===== src/rtl/lcf_pkg.sv =====
// Shared definitions for the lead-lag loop filter.
// Assumes nothing beyond the standard two's-complement conventions.
package lcf_pkg;
    // Source of the oscillator control word.
    typedef enum logic {
        NCO_FROM_SUM  = 1'b0,
        NCO_FROM_LEAD = 1'b1
    } nco_src_e;

    // Source of the monitor word.
    typedef enum logic {
        MON_FROM_LAG = 1'b0,
        MON_FROM_SUM = 1'b1
    } mon_src_e;
endpackage


===== src/rtl/lcf_shift_gain.sv =====
// Power-of-two gain stage: sign-extends a signed error to OUT_W bits and
// shifts it left by a run-time amount. Purely combinational.
// Assumes IN_W + 2**SH_W - 1 <= OUT_W, so no shift can overflow.
module lcf_shift_gain #(
    parameter int IN_W  = 16,
    parameter int OUT_W = 40,
    parameter int SH_W  = 4
) (
    input  logic [IN_W-1:0]  din,
    input  logic [SH_W-1:0]  sh,
    output logic [OUT_W-1:0] dout
);
    localparam int EXT_W = OUT_W - IN_W;

    logic [OUT_W-1:0] ext;

    // Sign-extend, then shift by the programmed gain.
    always_comb begin
        ext  = {{EXT_W{din[IN_W-1]}}, din};
        dout = ext << sh;
    end
endmodule


===== src/rtl/lcf_lag_accum.sv =====
// Saturating integrator. It adds a step on each valid sample and clamps at
// the signed limits. A clear has priority over a sample. acc_nxt shows the
// value the register takes at the coming edge.
// Assumes step is already scaled and of the same width as the accumulator.
module lcf_lag_accum #(
    parameter int ACC_W = 40
) (
    input  logic             clk,
    input  logic             rst_n,
    input  logic             add_en,
    input  logic             clr,
    input  logic [ACC_W-1:0] step,
    output logic [ACC_W-1:0] acc_nxt,
    output logic [ACC_W-1:0] acc_q
);
    localparam logic [ACC_W-1:0] POS_LIM = {1'b0, {(ACC_W-1){1'b1}}};
    localparam logic [ACC_W-1:0] NEG_LIM = {1'b1, {(ACC_W-1){1'b0}}};

    logic [ACC_W:0] raw;

    // Next accumulator value: clear, saturating add, or hold.
    always_comb begin
        raw = {acc_q[ACC_W-1], acc_q} + {step[ACC_W-1], step};
        if (clr)
            acc_nxt = '0;
        else if (!add_en)
            acc_nxt = acc_q;
        else if (raw[ACC_W] != raw[ACC_W-1])
            acc_nxt = raw[ACC_W] ? NEG_LIM : POS_LIM;
        else
            acc_nxt = raw[ACC_W-1:0];
    end

    // Accumulator register.
    always_ff @(posedge clk) begin
        if (!rst_n)
            acc_q <= '0;
        else
            acc_q <= acc_nxt;
    end
endmodule


===== src/rtl/lcf_out_route.sv =====
// Forms the exact lead-plus-lag sum and registers the two routed outputs.
// The outputs load only on a valid sample, and out_vld marks the cycle after.
// Assumes NCO_W <= ACC_W + 1.
module lcf_out_route #(
    parameter int ACC_W = 40,
    parameter int NCO_W = 32
) (
    input  logic             clk,
    input  logic             rst_n,
    input  logic             load,
    input  logic [ACC_W-1:0] lead,
    input  logic [ACC_W-1:0] lag,
    input  lcf_pkg::nco_src_e nco_src,
    input  lcf_pkg::mon_src_e mon_src,
    output logic [NCO_W-1:0] nco_q,
    output logic [ACC_W:0]   mon_q,
    output logic             vld_q
);
    import lcf_pkg::*;

    localparam int SUM_W = ACC_W + 1;

    logic [SUM_W-1:0] lead_x;
    logic [SUM_W-1:0] lag_x;
    logic [SUM_W-1:0] sum;
    logic [SUM_W-1:0] nco_full;
    logic [SUM_W-1:0] mon_full;

    // Exact sum and per-destination source selection.
    always_comb begin
        lead_x   = {lead[ACC_W-1], lead};
        lag_x    = {lag[ACC_W-1], lag};
        sum      = lead_x + lag_x;
        nco_full = (nco_src == NCO_FROM_LEAD) ? lead_x : sum;
        mon_full = (mon_src == MON_FROM_SUM) ? sum : lag_x;
    end

    // Output registers, loaded once per valid sample.
    always_ff @(posedge clk) begin
        if (!rst_n) begin
            nco_q <= '0;
            mon_q <= '0;
            vld_q <= 1'b0;
        end else begin
            vld_q <= load;
            if (load) begin
                nco_q <= nco_full[SUM_W-1 -: NCO_W];
                mon_q <= mon_full;
            end
        end
    end
endmodule


===== src/rtl/lead_lag_loop_filter.sv =====
// Second-order carrier loop filter. It has a shifted proportional path and a
// saturating integrator, and each of its two outputs has its own routing.
// Assumes ERR_W + 2**SH_W - 1 <= ACC_W and NCO_W <= ACC_W + 1.
module lead_lag_loop_filter #(
    parameter int ERR_W = 16,
    parameter int ACC_W = 40,
    parameter int SH_W  = 4,
    parameter int NCO_W = 32
) (
    input  logic             clk,
    input  logic             rst_n,
    input  logic [ERR_W-1:0] err_in,
    input  logic             err_vld,
    input  logic [SH_W-1:0]  lead_sh,
    input  logic [SH_W-1:0]  lag_sh,
    input  logic             nco_lead_only,
    input  logic             mon_sum_sel,
    input  logic             lag_clr,
    output logic [NCO_W-1:0] nco_word,
    output logic [ACC_W:0]   mon_word,
    output logic             out_vld
);
    import lcf_pkg::*;

    logic [ACC_W-1:0] lead_term;
    logic [ACC_W-1:0] lag_step;
    logic [ACC_W-1:0] lag_nxt;
    logic [ACC_W-1:0] lag_acc;
    nco_src_e         nco_src;
    mon_src_e         mon_src;

    // Map the routing bits onto the typed selects.
    always_comb begin
        nco_src = nco_lead_only ? NCO_FROM_LEAD : NCO_FROM_SUM;
        mon_src = mon_sum_sel ? MON_FROM_SUM : MON_FROM_LAG;
    end

    lcf_shift_gain #(.IN_W(ERR_W), .OUT_W(ACC_W), .SH_W(SH_W)) u_lead_gain (
        .din  (err_in),
        .sh   (lead_sh),
        .dout (lead_term)
    );

    lcf_shift_gain #(.IN_W(ERR_W), .OUT_W(ACC_W), .SH_W(SH_W)) u_lag_gain (
        .din  (err_in),
        .sh   (lag_sh),
        .dout (lag_step)
    );

    lcf_lag_accum #(.ACC_W(ACC_W)) u_lag (
        .clk     (clk),
        .rst_n   (rst_n),
        .add_en  (err_vld),
        .clr     (lag_clr),
        .step    (lag_step),
        .acc_nxt (lag_nxt),
        .acc_q   (lag_acc)
    );

    lcf_out_route #(.ACC_W(ACC_W), .NCO_W(NCO_W)) u_route (
        .clk     (clk),
        .rst_n   (rst_n),
        .load    (err_vld),
        .lead    (lead_term),
        .lag     (lag_nxt),
        .nco_src (nco_src),
        .mon_src (mon_src),
        .nco_q   (nco_word),
        .mon_q   (mon_word),
        .vld_q   (out_vld)
    );
endmodule


===== config.mk =====
export PLATFORM = sky130hd
export DESIGN_NAME = lead_lag_loop_filter
export DESIGN_NICKNAME = d
export VERILOG_FILES = /design/src/rtl/lcf_pkg.sv /design/src/rtl/lcf_shift_gain.sv /design/src/rtl/lcf_lag_accum.sv /design/src/rtl/lcf_out_route.sv /design/src/rtl/lead_lag_loop_filter.sv
export SDC_FILE = /design/constraint.sdc
export NUM_CORES = 1
export LEC_CHECK = 0
export CAP_MARGIN = 40
export CORE_MARGIN = 2
export CORE_UTILIZATION = 50
export CTS_BUF_LIST = sky130_fd_sc_hd__clkbuf_8
export CTS_CLUSTER_DIAMETER = 120
export DETAILED_ROUTE_END_ITERATION = 8
export DONT_BUFFER_PORTS = 1
export HOLD_SLACK_MARGIN = 0.05
export SLEW_MARGIN = 20
export SYNTH_ARGS = -nofsm -noshare
export SYNTH_HDL_FRONTEND = slang
export SYNTH_HIERARCHICAL = 1
export SYNTH_SLANG_ARGS = --single-unit

===== constraint.sdc =====
create_clock -name clk -period 9.41 [get_ports clk]
set_input_delay 1.4115 -clock clk [delete_from_list [all_inputs] [get_ports clk]]
set_output_delay 1.4115 -clock clk [all_outputs]
set_load 0.03 [all_outputs]

==> qor.yml, run 1 <==
fill_cells: 2399
yosysUniqueCellTypes: 96
io_pins: 104
wirelength_um: 40000
slew_headroom: 0.425
post-cts-setup-buffer-count: 0
critPathArrivalTime_ns: 8.37
setup_tns_ns: 0
overflow: 0
vias: 12100
hpwl_um: 30000
cp_max_fo: 27
area_delta_synth_final_pct: 1.19
synth_edf_count: 0
antennaDiodeCount: 0
grt_pass1_vias: 10700
status: "completed"
postSynth.topFlopCell: "dfxtp_1"
worstPathCellList: "mux2i_1, mux2i_1, mux2i_1, mux2i_1, ha_1, a21oi_1, o21ai_0, a21oi_1, a211oi_2, o31a_2, o2111ai_1, nand3b_2, buf_4, a311oi_1, ha_1, o21ai_1, o21bai_1, or3b_2, o211ai_2, a31oi_1, o41ai_2, xor2_1, mux2i_1, a211oi_1"
max_freq_mhz: 125
hold_viol: 0
netlist_area_mm2: 0.0124
cts-resized-gates: 0
yosysSeqAreaShare: 0.185
tightest_slew_ns: 0.851
path_depth: 24
worstSetupStartpoint: "lag_sh[0]"
path_buf_inv: 1
core_area_mm2: 0.0243
syn-instance-count: 1612
period_share: 0.851
clock-sinks: 114
io_buffers: 0
critical-path-top-delay-family: "compound AO/OA/AOI/OAI gates"
worstSetupPathType: "in -> reg"
syn_avg_cell_area_um2: 7.66
hold_slack_ns: 0.515
synth-seq-cells: 114
clk_pin_slew_ns: 0.08
ir_drop_mv: 0.100
crit_path_max_incr_delay_ns: 0.59
powerDensity_mw_per_mm2: 150
grt_max_degree: 223
routed_via_density: 6.58
clockBufferDepth: 2
antenna_left: 0
synth_warnings: 6
r2r-end: "u_route/mon_q[26]"
end_kind: "flop"
dieArea_mm2: 0.0260
cp-endpoint: "u_route/mon_q[26]"
die_width_um: 161
rsz0062_at_grt: "no"
nets: 1611
p_leak_nw: 5.17
holdBufCountCts: 0
period_minus_slack_ns: 8.01
async_reset_ff_frac: 0
maxCapViolCount: 0
cts_buffers: 17
reg2reg_slack_ns: 3.09
start_kind: "input port"
fin_worst_skew_ns: 0.0141
grt.total_usage: 0.298
tritoncts: "done"
grt_pass1_wl_um: 61700
setup_viol: 0
cpMostUsedCell: "mux2i_1"
reg2reg_from: "u_lag/acc_q[14]"
root_buffer: "clkbuf_8"
hold_class: "reg -> reg"
slowest_stage: "a311oi_1"
drc_errors: 0
gp_congestion: 0.910
clkLatencyLatePin_ns: 0.45
drv_slew: 0
htreeDepth: 4
antenna_found_initial: 0
core.rowCount: 57
first_pass_iters: 6
r2r.worst_path.cells: 20
die_h_um: 161
layout-drive-gt1-share: 0.0800
drtIter0Drc: 1188
initial_utilization: 0.508
routedWlPerCell_um: 21.8
syn-num-nets: 1724
cp.required_ns: 9.77
-- state kept, by name, indices dropped and copies added, names as in the netlist --
register / flops
u_lag/acc_q: 40
u_route/mon_q: 41
u_route/nco_q: 32
u_route/vld_q: 1
-- layer usage --
| layer | wire length, µm | up-vias | track usage | part of all wire |
|---|---|---|---|---|
| li1 | - | 5854 | - | - |
| met1 | 19100 | 5735 | 0.441 | 0.48 |
| met2 | 17200 | 441 | 0.449 | 0.43 |
| met3 | 2490 | 52 | 0.0326 | 0.062 |
| met4 | 1170 | 0 | 0.103 | 0.029 |
| met5 | 0 | - | 0 | 0 |
-- worst min-delay path by stage --
stage | from | end | slack (ns) | cells after the start
floorplan | u_lag/acc_q[38] | u_lag/acc_q[38] | 0.47 | 2
global placement | u_lag/acc_q[38] | u_lag/acc_q[38] | 0.50 | 2
detailed placement | u_lag/acc_q[37] | u_lag/acc_q[37] | 0.50 | 2
CTS | u_lag/acc_q[37] | u_lag/acc_q[37] | 0.52 | 2
global route | u_lag/acc_q[37] | u_lag/acc_q[37] | 0.53 | 2
finish | u_lag/acc_q[38] | u_lag/acc_q[38] | 0.51 | 2
-- where the power goes --
part | total [mW] | switching (mW) | internal [mW]
sequential | 0.614 | 0.0905 | 0.524
clock | 0.501 | 0.225 | 0.276
combinational | 0.755 | 0.472 | 0.284
-- worst min-delay path, delay by kind of cell, from the launching register on --
kind	cells	cell delay, ns
simple gates	1	0.06
flops	1	0.34
compound gates	1	0.07
-- per-stage QoR --
step / utilization / cells / instance area (µm²) / total power, mW / setup slack [ns]
after detailed placement: 0.497 / 1804 / 12100 / 1.36 / 1.11
after floorplan: - / 1612 / 12400 / 1.23 / 2.33
after CTS: 0.514 / 1836 / 12500 / 1.87 / 1.56
final: 0.514 / 1836 / 12500 / 1.87 / 1.40
after global placement: 0.494 / 1800 / 12000 / 1.36 / 0.967
after global routing: 0.514 / 1836 / 12500 / 1.98 / 0.888
-- cells in the final DEF (no fill, tap or decap), types with 37 or more instances in the layout --
cell type / synthesis / routed
o21ai_0: 106 / 106
dfxtp_1: 114 / 114
nor2_1: 153 / 153
a21o_1: 40 / 40
mux2i_1: 93 / 93
ha_1: 80 / 80
nand2_1: 130 / 130
xnor2_1: 37 / 37
nor3_1: 42 / 42
a21oi_1: 150 / 150
a211oi_1: 56 / 56
-- cell usage after synthesis, drive strengths merged (42+ instances only) --
cell / number / area (µm²)
mux2i: 93 / 931
nor3: 42 / 210
buf: 72 / 494
ha: 80 / 1000
a21oi: 153 / 777
o21ai: 110 / 558
dfxtp: 114 / 2280
clkbuf: 68 / 275
a211oi: 70 / 603
nor2: 153 / 574
nand2: 131 / 499
a21o: 42 / 318
-- cell type report --
type | instances | area (µm²) | share of cell area
repair buffers | 8 | 88.8 | 0.00711
clock buffers | 19 | 262 | 0.0209
flip-flops and latches | 114 | 2280 | 0.183
well taps | 324 | 405 | 0.0324
clock inverters | 13 | 160 | 0.0128
inverters | 31 | 116 | 0.00931
multi-input cells | 1327 | 9180 | 0.735
-- cell families after synthesis --
group / share of synthesized area
compound gates: 0.331
xor+xnor: 0.0411
fa+ha+maj: 0.0843
buf+inv: 0.0717
flops: 0.185
mux: 0.109
simple gates: 0.178
(Power assumes the default switching activity.)
==> inputs of run 2 (changes only) <==
- GPL_TIMING_DRIVEN: not set -> 0
==> qor.yml, run 2 (synthesis gave the netlist of run 1 again) <==
period_share: 0.903  # was 0.851
gp_congestion: 0.969  # was 0.910
tightest_slew_ns: 0.877  # was 0.851 ns
post-cts-setup-buffer-count: 0  # unchanged
grt_max_degree: 25  # was 223
rsz0062_at_grt: "no"  # unchanged
core_area_mm2: 0.0243  # unchanged
regMostFlops: "u_route/mon_q"  # unchanged
powerDensity_mw_per_mm2: 147  # was 150 mW/mm²
period_minus_slack_ns: 8.50  # was 8.01 ns
status: "completed"  # unchanged
largest_reg_flops: 41  # unchanged
initial_utilization: 0.508  # unchanged
holdBufCountCts: 0  # unchanged
fill_cells: 2404  # was 2399
htreeDepth: 4  # unchanged
root_buffer: "clkbuf_8"  # unchanged
layout-drive-gt1-share: 0.114  # was 0.0800
setup_viol: 0  # unchanged
critPathArrivalTime_ns: 8.84  # was 8.37 ns
clock-sinks: 114  # unchanged
grt_pass1_wl_um: 70000  # was 61700 µm
p_leak_nw: 5.52  # was 5.17 nW
tritoncts: "done"  # unchanged
die_width_um: 161  # unchanged
cp_max_fo: 10  # was 27
cts_buffers: 17  # unchanged
max_freq_mhz: 118  # was 125 MHz
start_kind: "input port"  # unchanged
maxCapViolCount: 0  # unchanged
cp.required_ns: 9.76  # was 9.77 ns
clkLatencyLatePin_ns: 0.46  # was 0.45 ns
vias: 12900  # was 12100
fin_cells: 1971  # was 1836
grt.total_usage: 0.344  # was 0.298
hold_class: "reg -> reg"  # unchanged
hpwl_um: 36200  # was 30000 µm
antenna_found_initial: 0  # unchanged
slew_headroom: 0.408  # was 0.425
placed_cells: 1938  # was 1804
io_buffers: 0  # unchanged
multi_input_area_mm2: 0.00918  # unchanged
post-place-ws_ns: 0.640  # was 1.11 ns
hold_viol: 0  # unchanged
first_pass_iters: 5  # was 6
seqCellArea_mm2: 0.00228  # unchanged
final_core_util: 0.542  # was 0.514
nets: 1746  # was 1611
area_delta_synth_final_pct: 6.77  # was 1.19%
cts-resized-gates: 0  # unchanged
routed_via_density: 6.55  # was 6.58
worstSetupPathType: "in -> reg"  # unchanged
layout_common_cells: "153 x nor2_1, 150 x a21oi_1, 130 x nand2_1"  # unchanged
timing.final.ws_setup_ns: 0.913  # was 1.40 ns
overflow: 0  # unchanged
io_pins: 104  # unchanged
routedWlPerCell_um: 23.0  # was 21.8 µm
ir_drop_mv: 0.0910  # was 0.100 mV
fin_worst_skew_ns: 0.0266  # was 0.0141 ns
antennaDiodeCount: 0  # unchanged
dieArea_mm2: 0.0260  # unchanged
top_regs: "u_route/mon_q: 41 flops, u_lag/acc_q: 40 flops, u_route/nco_q: 32 flops"  # unchanged
reg2reg_slack_ns: 2.95  # was 3.09 ns
antenna_left: 0  # unchanged
clk_pin_slew_ns: 0.10  # was 0.08 ns
clockBufferDepth: 2  # unchanged
grt_pass1_vias: 12000  # was 10700
wirelength_um: 45400  # was 40000 µm
layout_commonest_cell: "nor2_1"  # unchanged
die_h_um: 161  # unchanged
end_kind: "flop"  # unchanged
drv_slew: 0  # unchanged
drtIter0Drc: 1170  # was 1188
core.rowCount: 57  # unchanged
setup_tns_ns: 0  # unchanged
drc_errors: 0  # unchanged
==> run 2: cell types whose count changed in the layout (fill, tap and decap cells not counted), sizes merged <==
cell / previous run / this run
inv: 34 / 33
clkbuf: 19 / 86
clkinv: 4 / 5
buf: 7 / 74
bufinv: 3 / 2
clkinvlp: 3 / 5
==> run 2: metrics by stage <==
| step | power (mW) | hold WS (ns) | instance area, µm² |
|---|---|---|---|
| CTS | 1.93 | 0.525 | 13200 |
| global placement | 1.44 | 0.504 | 12800 |
| global route | 2.05 | 0.554 | 13200 |
| floorplan | 1.23 | 0.467 | 12400 |
| finish | 1.94 | 0.523 | 13200 |
| detailed placement | 1.44 | 0.510 | 12800 |
==> run 2: report_power, final <==
group	total (mW)	internal (mW)	leakage, nW	switching [mW]
combinational	0.841	0.303	4.39	0.538
sequential	0.616	0.524	0.942	0.0925
clock	0.486	0.245	0.188	0.242
==> run 2: layout make-up <==
type                    count  share of cell area
multi-input cells        1327               0.696
flip-flops and latches    114               0.173
plain buffers             140              0.0584
well taps                 324              0.0307
clock buffers              18              0.0188
clock inverters            14              0.0118
inverters                  31             0.00882
repair buffers              3             0.00209
==> run 2: path summary, 6_finish.rpt <==
check | start | to | cells after the start
worst max-delay path | lag_sh[0] | u_route/mon_q[26] | 27
worst min-delay path | u_lag/acc_q[38] | u_lag/acc_q[38] | 2
worst max register to register | u_lag/acc_q[12] | u_route/mon_q[26] | 21
worst min register to register | u_lag/acc_q[38] | u_lag/acc_q[38] | 2
==> run 2: critical path, stage by stage <==
cell       delay (ns)
buf_6            0.10
clkbuf_8         0.18
mux2i_1          0.48
nor2_1           0.09
a211oi_1         0.37
mux2i_1          0.17
ha_1             0.30
buf_2            0.17
nand2_1          0.13
a2111oi_2        0.55
a211oi_2         0.19
a211oi_2         0.43
o31a_2           0.27
mux2_4           0.38
a21oi_2          0.39
a211oi_1         0.25
ha_1             0.30
fa_1             0.46
a21oi_1          0.19
o211ai_1         0.17
a31oi_1          0.54
o211ai_2         0.22
a31oi_1          0.30
o41ai_2          0.14
xor2_1           0.19
mux2i_1          0.13
a211oi_1         0.32
==> run 2: layer usage <==
layer / up-vias / global-route usage / share of wire
li1: 6146 / - / -
met3: 87 / 0.0593 / 0.079
met4: 0 / 0.137 / 0.038
met1: 6086 / 0.469 / 0.45
met5: - / 0 / 0
met2: 582 / 0.539 / 0.44
==> inputs of run 3 (changes only) <==
- CORE_MARGIN: 2 -> 8
==> qor.yml, run 3 (synthesis gave the netlist of run 1 again) <==
clock-sinks: 114  # unchanged
fill_cells: 2415  # was 2404
grt_max_degree: 25  # unchanged
dieArea_mm2: 0.0300  # was 0.0260 mm²
cts_buffers: 17  # unchanged
first_pass_iters: 6  # was 5
cp_max_fo: 10  # unchanged
grt_pass1_vias: 12300  # was 12000
maxCapViolCount: 0  # unchanged
post-cts-setup-buffer-count: 0  # unchanged
switching_share: 0.445  # was 0.449
p_leak_nw: 5.54  # was 5.52 nW
wirelength_um: 46600  # was 45400 µm
antenna_found_initial: 0  # unchanged
initial_utilization: 0.508  # unchanged
antennaDiodeCount: 0  # unchanged
tightest_slew_ns: 0.838  # was 0.877 ns
clkLatencyLatePin_ns: 0.46  # about the same
io_buffers: 0  # unchanged
io_pins: 104  # unchanged
hold_viol: 0  # unchanged
holdBufCountCts: 0  # unchanged
period_share: 0.926  # was 0.903
end_kind: "flop"  # unchanged
reg2reg_slack_ns: 2.93  # was 2.95 ns
status: "completed"  # unchanged
clkPwrFrac: 0.256  # was 0.250
overflow: 0  # unchanged
critPathArrivalTime_ns: 9.07  # was 8.84 ns
rsz0062_at_grt: "no"  # unchanged
placed_cells: 1939  # was 1938
layout_common_cells: "153 x nor2_1, 150 x a21oi_1, 130 x nand2_1"  # unchanged
routed_via_density: 6.56  # was 6.55
vias: 12900  # about the same
slew_headroom: 0.441  # was 0.408
period_minus_slack_ns: 8.72  # was 8.50 ns
pwr-share-seq: 0.314  # was 0.317
worstSetupPathType: "in -> reg"  # unchanged
drc_errors: 0  # unchanged
setup_tns_ns: 0  # unchanged
switchingPower_mw: 0.874  # was 0.872 mW
start_kind: "input port"  # unchanged
post-place-ws_ns: 0.474  # was 0.640 ns
core_area_mm2: 0.0243  # unchanged
top_regs: "u_route/mon_q: 41 flops, u_lag/acc_q: 40 flops, u_route/nco_q: 32 flops"  # unchanged
drtIter0Drc: 1164  # was 1170
clockBufferDepth: 2  # unchanged
pwr-share-comb: 0.429  # was 0.433
root_buffer: "clkbuf_8"  # unchanged
layout-drive-gt1-share: 0.113  # was 0.114
antenna_left: 0  # unchanged
die_width_um: 173  # was 161 µm
largest_reg_flops: 41  # unchanged
drv_slew: 0  # unchanged
grt.total_usage: 0.301  # was 0.344
regMostFlops: "u_route/mon_q"  # unchanged
crit_path_max_incr_delay_ns: 0.57  # was 0.55 ns
clk_pin_slew_ns: 0.08  # was 0.10 ns
area_delta_synth_final_pct: 6.83  # was 6.77%
routedWlPerCell_um: 23.7  # was 23.0 µm
hpwl_um: 37300  # was 36200 µm
layout_commonest_cell: "nor2_1"  # unchanged
hold_class: "reg -> reg"  # unchanged
fin_worst_skew_ns: 0.0268  # was 0.0266 ns
max_freq_mhz: 115  # was 118 MHz
timing.final.ws_setup_ns: 0.692  # was 0.913 ns
fin_cells: 1971  # unchanged
grt_pass1_wl_um: 72300  # was 70000 µm
htreeDepth: 4  # unchanged
power.internal_mw: 1.09  # was 1.07 mW
gp_congestion: 0.954  # was 0.969
setup_viol: 0  # unchanged
powerDensity_mw_per_mm2: 149  # was 147 mW/mm²
ir_drop_mv: 0.0853  # was 0.0910 mV
core.rowCount: 57  # unchanged
tritoncts: "done"  # unchanged
total_power_mw: 1.96  # was 1.94 mW
slowest_stage: "a31oi_1"  # was a2111oi_2
die_h_um: 173  # was 161 µm
cts-resized-gates: 0  # unchanged
nets: 1746  # unchanged
cp.required_ns: 9.76  # about the same
[run 3: final timing paths]
kind / start / to / depth (start not counted)
min reg2reg: u_lag/acc_q[38] / u_lag/acc_q[38] / 2
max reg2reg: u_lag/acc_q[13] / u_route/nco_q[17] / 21
max: lag_sh[0] / u_route/nco_q[17] / 27
min: u_lag/acc_q[38] / u_lag/acc_q[38] / 2
[run 3: critical path: cells and delay by family]
kind / cells / cell delay [ns]
buf+inv: 3 / 0.45
xor+xnor: 1 / 0.21
simple gates: 2 / 0.22
compound gates: 14 / 4.48
mux: 4 / 1.23
fa+ha+maj: 3 / 1.06
[run 3: power groups by stage]
stage	logic, mW	clock network, mW	registers (mW)
6_report	0.843	0.504	0.618
5_1_grt	0.920	0.534	0.623
4_1_cts	0.822	0.512	0.618
3_5_place_dp	0.819	0	0.629
3_3_place_gp	0.813	0	0.629
2_1_floorplan	0.617	0	0.614
[run 3: final cells by class]
class                           count  area, µm²  area share
Buffer                            140        769      0.0583
Timing Repair Buffer                3       20.0     0.00152
Clock inverter                     15        184      0.0139
Tap cell                          324        405      0.0307
Clock buffer                       17        234      0.0177
Multi-Input combinational cell   1327       9180       0.696
Sequential cell                   114       2280       0.173
Inverter                           31        116     0.00882
[run 3: layer usage]
metal	wire [µm]	track usage	up-vias
met5	0	0	-
met4	1660	0.123	0
met3	3670	0.0521	87
met2	20600	0.475	581
met1	20700	0.401	6125
li1	-	-	6143
[run 3: metrics by stage]
step | utilization | hold slack, ns | instance area [µm²]
finish | 0.543 | 0.519 | 13200
global route | 0.543 | 0.560 | 13200
CTS | 0.543 | 0.517 | 13200
detailed placement | 0.525 | 0.509 | 12800
global placement | 0.525 | 0.492 | 12800
floorplan | - | 0.467 | 12400
